<file path="config.mk">
export PLATFORM = sky130hd
export DESIGN_NAME = dstrobe_link
export DESIGN_NICKNAME = d
export VERILOG_FILES = /design/src/rtl/dstrobe_link.sv
export SDC_FILE = /design/constraint.sdc
export NUM_CORES = 1
export LEC_CHECK = 0
export BUFFER_PORTS_ARGS = -buffer_cell sky130_fd_sc_hd__buf_4
export CAP_MARGIN = 20
export CORE_MARGIN = 2
export CORE_UTILIZATION = 50
export DETAILED_ROUTE_END_ITERATION = 10
export MAX_ROUTING_LAYER = met4
export PLACE_DENSITY = 0.83
export SLEW_MARGIN = 10
export SYNTH_ARGS = -nofsm -noshare
export SYNTH_HDL_FRONTEND = slang
export SYNTH_SLANG_ARGS = --single-unit
</file>
<file path="constraint.sdc">
create_clock -name clk -period 2.1 [get_ports clk]
set_input_delay 0.21 -clock clk [delete_from_list [all_inputs] [get_ports clk]]
set_output_delay 0.21 -clock clk [all_outputs]
set_load 0.005 [all_outputs]
</file>
<file path="src/rtl/dstrobe_link.sv">
module dstrobe_link #(
  parameter int W     = 16,
  parameter int SETW  = 8,
  parameter int DEPTH = 4
) (
  input  logic            clk,
  input  logic            rst_n,
  input  logic            mode_sel,
  input  logic            cmd_pend,
  input  logic            ack,
  input  logic            tx_dir,
  input  logic [SETW-1:0] settle,
  input  logic            tx_valid,
  input  logic [W-1:0]    tx_data,
  output logic            tx_ready,
  output logic [W-1:0]    dq_o,
  output logic            dq_oe,
  output logic            stb_o,
  input  logic [W-1:0]    dq_i,
  input  logic            stb_i,
  output logic            rx_valid,
  output logic [W-1:0]    rx_data,
  input  logic            rx_pop,
  output logic            burst_active
);
  localparam int AW = (DEPTH > 1) ? $clog2(DEPTH) : 1;
  localparam int CW = $clog2(DEPTH + 1);

  logic            send_en, rx_en;
  logic            busy;
  logic [SETW-1:0] cnt, s_eff;
  logic [W-1:0]    dq_q;
  logic            stb_q;

  assign burst_active = mode_sel & cmd_pend & ack;
  assign send_en      = burst_active & tx_dir;
  assign rx_en        = burst_active & ~tx_dir;
  assign s_eff        = (settle < SETW'(2)) ? SETW'(2) : settle;
  assign tx_ready     = send_en & ~busy;
  assign dq_o         = dq_q;
  assign dq_oe        = send_en;
  assign stb_o        = stb_q;

  always_ff @(posedge clk or negedge rst_n) begin
    if (!rst_n) begin
      busy  <= 1'b0;
      cnt   <= '0;
      dq_q  <= '0;
      stb_q <= 1'b1;
    end else if (!send_en) begin
      busy  <= 1'b0;
      stb_q <= 1'b1;
    end else if (busy) begin
      if (cnt == '0) begin
        stb_q <= ~stb_q;
        busy  <= 1'b0;
      end else begin
        cnt <= cnt - 1'b1;
      end
    end else if (tx_valid) begin
      dq_q <= tx_data;
      cnt  <= s_eff - 1'b1;
      busy <= 1'b1;
    end
  end

  logic         s1, s2, s3;
  logic [W-1:0] d1, d2;
  logic         edge_seen, push, pop;

  always_ff @(posedge clk or negedge rst_n) begin
    if (!rst_n) begin
      s1 <= 1'b1; s2 <= 1'b1; s3 <= 1'b1;
      d1 <= '0;   d2 <= '0;
    end else begin
      s1 <= stb_i; s2 <= s1; s3 <= s2;
      d1 <= dq_i;  d2 <= d1;
    end
  end

  logic [W-1:0]  mem [DEPTH];
  logic [AW-1:0] wp, rp;
  logic [CW-1:0] fill;

  assign edge_seen = s2 ^ s3;
  assign push      = rx_en & edge_seen & (fill != CW'(DEPTH));
  assign pop       = rx_pop & (fill != '0);
  assign rx_valid  = (fill != '0);
  assign rx_data   = mem[rp];

  always_ff @(posedge clk) begin
    if (push) mem[wp] <= d2;
  end

  always_ff @(posedge clk or negedge rst_n) begin
    if (!rst_n) begin
      wp   <= '0;
      rp   <= '0;
      fill <= '0;
    end else begin
      if (push) wp <= (wp == AW'(DEPTH-1)) ? '0 : wp + 1'b1;
      if (pop)  rp <= (rp == AW'(DEPTH-1)) ? '0 : rp + 1'b1;
      fill <= fill + CW'(push) - CW'(pop);
    end
  end
endmodule

</file>
* Yosys cells after proc, flatten, opt, wreduce, memory -nomap -nowiden
Memories as Yosys holds them, arrays and structs flattened. Index checks and enable logic that the tools add are counted. Widths: inputs -> output; s select.
Word-level totals: memories kept 1, flip-flop bits (word level) 68, input bits 49, word-level logic and storage cells 59, output and inout bits 37, memory bits (writable) 64
Memories:
- mem | words 4, width 16, rd ports 1, clocked after Yosys merged registers in 0, wr ports 1, line 81 | logic [W-1:0] mem [DEPTH];
Cells by class: equality and inequality tests 6, $lt $le $gt $ge 1, reduce and logical (&&, ||, !) cells 6, bitwise logic cells 12, mux-type cells 15, add/sub/neg operators 6
Operator list (count):
- $mux 8 | 4
- $sub 8x1->8 const B | 2
- $mux 1 | 9
- $and 1x1->1 | 8
- $logic_not 8->1 | 1
- $lt 8x2->1 const B | 1
- $reduce_and 3->1 | 2
- $add 2x1->2 const B | 2
- $eq 2x2->1 const B | 2
- $mux 2 | 2
- $ne 2x1->1 const B | 2
- $add 3x1->3 | 1
- $ne 3x3->1 const B | 1
- $not 1->1 | 3
- $reduce_bool 3->1 | 1
- $sub 3x1->3 | 1
- $ne 2x2->1 const B | 1
- $reduce_and 2->1 | 1
- $reduce_bool 2->1 | 1
- $xor 1x1->1 | 1

* Longest topological paths before layout
Gate-level depths: netlist of run 1.
word-level depth 7, gate-level depth with buffers 10, depth with buffers taken out 9

* Worst setup path after synthesis of run 1
Ideal clock, no wire load.
kind input to register, start point in settle[7], end point reg cnt[6], arrival time 2.208 ns, stages on the path 9, path slack -0.226 ns, setup time 0.118 ns, cell sequence or3_1 -> or4_1 -> o21ai_1 -> o21a_2 -> ha_1 -> o21ai_1 -> o311ai_0 -> o311ai_1 -> a21o_1
On the way: cells in the longest elaborated chain, start to end 5
RTL lines:
- start, declared | line 12 | input logic [SETW-1:0] settle,
- $lt 8x2->1 | line 38 | assign s_eff = (settle < SETW'(2)) ? SETW'(2) : settle;
- $mux 8 | line 38
- $sub 8x1->8 | line 62 | cnt <= s_eff - 1'b1;
- $mux 8 | line 60 | end else if (tx_valid) begin
- $mux 8 | line 53 | end else if (busy) begin
- end signal, assigned | line 58 | cnt <= cnt - 1'b1;
- end signal, assigned | line 62
- end, declared | line 31 | logic [SETW-1:0] cnt, s_eff;
Every way passes these cells. The select of a mux whose other input is x is not followed. A chain may end at the register's enable or synchronous reset.

* Final worst setup path of run 1
start point reg rp[0], end point out rx_data[1]
On the way: cells in the longest elaborated chain, start to end 1
RTL lines:
- start, declared | line 82 | logic [AW-1:0] wp, rp;
- start signal, assigned | line 102 | if (pop) rp <= (rp == AW'(DEPTH-1)) ? '0 : rp + 1'b1;
- $mem_v2 4x16
- end, declared | line 22 | output logic [W-1:0] rx_data,
Every way passes these cells.

==> results of run 1 <==
path summary, 6_finish.rpt:
path / startpoint / endpoint / slack (ns) / depth (start not counted)
setup / recovery: rp[0] / rx_data[1] / 0.08 / 3
hold / removal: settle[4] / cnt[4] / 0.10 / 4
setup reg to reg: fill[1] / fill[1] / 0.09 / 7
hold reg to reg: d1[13] / d2[13] / 0.34 / 0
max in group asynchronous: rst_n / rp[1] / 1.13 / 2
min in group asynchronous: rst_n / cnt[1] / 0.35 / 2
final cells by class:
| cell class | count | area (um^2) | area share, % |
|---|---|---|---|
| multi-input cells | 136 | 1350 | 19.4 |
| repair buffers | 141 | 1170 | 16.8 |
| clock inverters | 15 | 193 | 2.77 |
| flip-flops and latches | 132 | 3630 | 52.1 |
| inverters | 11 | 41.3 | 0.593 |
| well taps | 133 | 166 | 2.39 |
| clock buffers | 17 | 414 | 5.94 |
layer usage:
metal	wire [um]	vias up	GRT usage, %	share of wire, %
met3	482	6	5.95	4.9
met1	4280	1521	24.7	43
met5	0	-	-	0
met2	5090	113	34.0	51
li1	-	1396	-	-
met4	70	0	5.41	0.71
registers in the layout (all words and copies together), names as in the netlist:
name,flops
mem,64
d1,16
d2,16
dq_o,16
cnt,8
fill,3
rp,2
wp,2
busy,1
s1,1
s2,1
s3,1
stb_o,1
logic make-up (layout without fill, tap and decap cells):
family	count (synthesis)	in the layout	synth area share (%)
AND/OR/NAND/NOR	52	52	6.52
multiplexers	35	35	11.4
flip-flops	132	132	71.9
buffers and inverters	21	184	1.86
XOR/XNOR	9	9	1.56
adder cells (fa/ha/maj)	9	9	2.38
AO/OA/AOI/OAI	31	31	4.37
through the flow:
stage	TNS (ns)	power, W
global placement	-0.269	0.00465
finish	0	0.00776
detailed placement	-0.505	0.00472
global route	-0.00345	0.00812
CTS	0	0.00780
floorplan	-0.0411	0.00399
cell usage in the layout, fill, tap and decap left out, drive strengths merged, types with 3 or more instances in the layout:
master,synthesis,routed
edfxtp,64,64
mux4,16,16
inv,11,19
clkbuf,4,17
nor4b,3,3
or3,3,3
ha,8,8
clkinv,0,3
dlygate4sd3,0,34
buf,6,107
and2,5,5
nor3,7,7
xnor2,7,7
bufinv,0,3
dfstp,4,4
mux2,18,18
nand2,10,10
a21oi,3,3
o21ai,10,10
and3,3,3
nor2,6,6
dfrtp,64,64
nand2b,3,3
worst max-delay path, delay by kind of cell, from the launching register on:
family                 cells  cell delay, ns
buffers and inverters      2            0.37
flip-flops                 1            0.40
multiplexers               1            0.54
power by group through the flow:
stage	Combinational [W]	Sequential, W	Clock [W]
floorplan	0.000831	0.00316	0
global placement	0.00140	0.00325	0
detailed placement	0.00145	0.00327	0
CTS	0.00152	0.00323	0.00306
global route	0.00167	0.00327	0.00318
finish	0.00152	0.00323	0.00300
repair_timing:
item                       in CTS  in global routing
gates resized for setup         1                  4
setup buffers                   0                  1
pin swaps                       0                  1
setup endpoints to repair      16                  3
hold buffers                   34                  0
hold endpoints to repair       97                  0
==> impl_metrics.toml, run 1 <==
[placed_design]
post-place-ws_ns = -0.258
globalplace.congestion = 0.809
place_inst = 518
port_buffers = 85
dp_hpwl_um = 5730
placed_area_um2 = 6000

[yosys]
ys_top_cells_by_count = "dfrtp_1, edfxtp_1, mux4_2"
synth_edf_count = 64
synth.top_cell.area_share_pct = 38.1
async_flop_share_pct = 51.5
ys_dominant_reg_cell = "edfxtp_1"
synth_nets = 347
syn-cell-area_um2 = 5040
synth_area_leader_cell = "edfxtp_1"
yosysWarnings = 0
synth.ff_latch_count = 132
synth_cells = 289
seq_area_frac_synth_pct = 71.9
netlist-cell-type-count = 54
syn_area_per_cell_um2 = 17.5
synth.area.top_cells = "edfxtp_1, dfrtp_1, mux4_2, mux2_1, dfstp_2"

[route]
drt-initial-drc-count = 147
num_vias = 3036
first_pass_iters = 4
wl_um = 9920
ant_nets = 0
wl_per_cell_um = 17.0
viasPerCell = 5.19
drc = 0

[power_and_ir_drop]
power.density_nw_per_um2 = 1110
switchingPower_w = 0.00200
p_int_w = 0.00576
pwr-share-clk_pct = 38.7
p_comb_share_pct = 19.6
vdd_ir_drop_max_mv = 0.734
seq_power_share_pct = 41.7
swShare_pct = 25.8
power_leakage_nw = 2.85

[die]
die_area_um2 = 10900
initial_core_util_pct = 51.6
io-pin-count = 86
core_um2 = 9770
rows = 36
die_y_um = 104
die_width_um = 104

[worst_setup_path]
cp_max_fo = 7
slowest_delay_ns = 0.54
arrival_ns = 1.81
path_class = "reg2out"
critPathCaptureType = "output pin"
path_cells = "buf_4 > mux4_2 > buf_4"
crit_required_ns = 1.89
crit_slowest_cell = "mux4_2"
startpoint_type = "flop"
crit_top_cell = "buf_4"

[clock_tree]
clock_latency_ns = 0.50
numCtsBuffers = 17
cts.sinks = 132
cts_tree = "yes"
htreeDepth = 4
clk_pin_slew_worst_paths_ns = 0.06
clk_path_buf_depth = 2
cts_root_buffer = "clkbuf_8"

[timing]
whs_ns = 0.105
skew_ns = 0.00792
worst_pin_slew_ns = 0.874
fin_crit_ns = 2.02
hold_viol_final = 0
rsz0062_at_grt = "true"
fmax_ghz = 0.494
fin_ws_ns = 0.0775
max_slew_margin_pct = 41.8
period_share_pct = 96.3
finalMaxSlewViolations = 0
finalSetupViolCount = 0

[layout]
antenna_cells = 0
fill_cells = 626
finish.utilization_pct = 71.3
layout-drive-gt1-share_pct = 39.4
final_cell_area_um2 = 6970
syn2layout_area_growth_pct = 38.1
nets = 497
stdcell_count = 585

[global_route]
grt_usage_pct = 20.5
grt-ovfl-total = 0
grt_pass1_vias = 3307
antenna_found_initial = 0
grt_max_degree = 69
grt_first_pass_wirelength_um = 16500

[run]
cap_viol_max_count = 0

[hold_path]
hold_class = "in2reg"

[outcome]
outcome = "complete, no violations"
No activity file was read; power rests on OpenSTA's default activity.
==> run 2, diff against run 1 <==
- BUFFER_PORTS_ARGS: -buffer_cell sky130_fd_sc_hd__buf_4 -> default
- CORE_UTILIZATION: 50 -> 55
- DONT_BUFFER_PORTS: default -> 1
- PLACE_DENSITY: 0.83 -> 0.78
- clock period: 2.1 -> 2.4 ns (I/O delays scaled with it)
==> impl_metrics.toml, run 2 (synthesis gave the netlist of run 1 again) <==
[layout]
antenna_cells = 0
finish.utilization_pct = 71.2
nets = 409
layout-drive-gt1-share_pct = 20.9
fill_cells = 561
largest_reg_flops = 64
top_register = "mem"
syn2layout_area_growth_pct = 24.3
layout_common_cells = "dfrtp_1, edfxtp_1, dlygate4sd3_1"

[die]
initial_core_util_pct = 57.3
core_um2 = 8810
io-pin-count = 86
die_width_um = 99.8
die_y_um = 99.8
rows = 34
die_area_um2 = 9950

[timing]
fmax_ghz = 0.455
finalMaxSlewViolations = 0
period_share_pct = 91.5
tns_ns = 0
max_slew_margin_pct = 47.6
whs_ns = 0.0276
skew_ns = 0.00734
finalSetupViolCount = 0
fin_crit_ns = 2.20
rsz0062_at_grt = "false"
hold_viol_final = 0
worst_pin_slew_ns = 0.785

[placed_design]
globalplace.congestion = 0.922
port_buffers = 0
dp_hpwl_um = 5140

[clock_tree]
cts_tree = "yes"
htreeDepth = 4
cts_setup_buffers = 0
post_cts_resized = 0
clock_latency_ns = 0.51
numCtsBuffers = 17
clk_pin_slew_worst_paths_ns = 0.06
holdBufCountCts = 41
cts.sinks = 132
clk_path_buf_depth = 2
cts_root_buffer = "clkbuf_8"

[global_route]
grt_usage_pct = 20.8
grt_first_pass_wirelength_um = 14900
antenna_found_initial = 0
grt-ovfl-total = 0
grt_max_degree = 69
grt_pass1_vias = 2913

[worst_setup_path]
critPathCaptureType = "flop"
crit_buf_inv = 2
startpoint_type = "flop"
slowest_delay_ns = 0.43
crit_family = "adder cells"
path_class = "reg2reg"
r2r.worst_path.cells = 8
crit_required_ns = 2.79
crit_slowest_cell = "or3_1"
arrival_ns = 2.58
r2r-start = "fill[1]"
regToRegSetupSlack_ns = 0.20
path_cells = "or3_1 > nand2_1 > inv_1 > ha_1 > inv_1 > ha_1 > fa_1 > xnor2_1"
cp_max_fo = 4
r2r-end = "fill[2]"

[route]
wl_per_cell_um = 18.9
wl_um = 8920
first_pass_iters = 4
ant_nets = 0
viasPerCell = 5.62
num_vias = 2653
drc = 0
drt-initial-drc-count = 110

[hold_path]
min_to = "cnt[2]"
hold-path-cell-count = 3
hold_class = "in2reg"
hp-start = "settle[2]"

[power_and_ir_drop]
vdd_ir_drop_max_mv = 0.483
power_leakage_nw = 2.43
power.density_nw_per_um2 = 1010

[outcome]
outcome = "complete, no violations"

[run]
cap_viol_max_count = 0
[run 2: changes by cell type in the layout (fill, tap and decap cells not counted), sizes merged]
cell,delta
inv,-3
clkinv,+3
buf,-94
dlygate4sd3,+6
clkbuf,+1
clkinvlp,-1
[run 2: metrics by stage]
| stage | setup slack (ns) | cell area (um^2) | std cells | power (W) |
|---|---|---|---|---|
| floorplan | 0.0440 | 5040 | 289 | 0.00349 |
| global placement | 0.0962 | 5250 | 399 | 0.00367 |
| detailed placement | 0.00167 | 5250 | 399 | 0.00372 |
| CTS | 0.210 | 6270 | 472 | 0.00638 |
| global route | 0.0892 | 6270 | 472 | 0.00664 |
| finish | 0.205 | 6270 | 472 | 0.00632 |
[run 2: power by group]
group	internal [W]	switching, W
Clock	0.00160	0.000962
Combinational	0.000517	0.000380
Sequential	0.00259	0.000269
Total	0.00471	0.00161
[run 2: worst max path at each step]
stage / from / end / slack (ns) / cells after the start
5_1_grt: fill[1] / fill[2] / 0.09 / 8
6_report: fill[1] / fill[2] / 0.20 / 8
2_1_floorplan: settle[7] / cnt[6] / 0.04 / 9
4_1_cts: fill[1] / fill[2] / 0.21 / 8
3_5_place_dp: settle[7] / cnt[6] / 0.002 / 9
3_3_place_gp: settle[7] / cnt[6] / 0.1 / 9
[run 2: per-layer routing]
layer / vias up / wire length [um] / global-route usage [%]
met1: 1335 / 3590 / 23.8
met3: 12 / 475 / 6.96
met4: 0 / 114 / 8.11
met5: - / 0 / -
li1: 1218 / - / -
met2: 88 / 4740 / 34.0
[run 2: layout make-up]
class,count,area [um^2],area share (%)
clock buffers,18,418,6.67
repair buffers,53,543,8.66
inverters,11,41.3,0.659
clock inverters,14,176,2.81
multi-input cells,136,1330,21.2
flip-flops and latches,132,3630,57.9
well taps,108,135,2.16
[run 2: tightest hold or removal path, delay by kind of cell]
| family | cells | cell delay [ns] |
|---|---|---|
| AOI/OAI and AO/OA | 2 | 0.15 |
| xor gates and xnor gates | 1 | 0.10 |
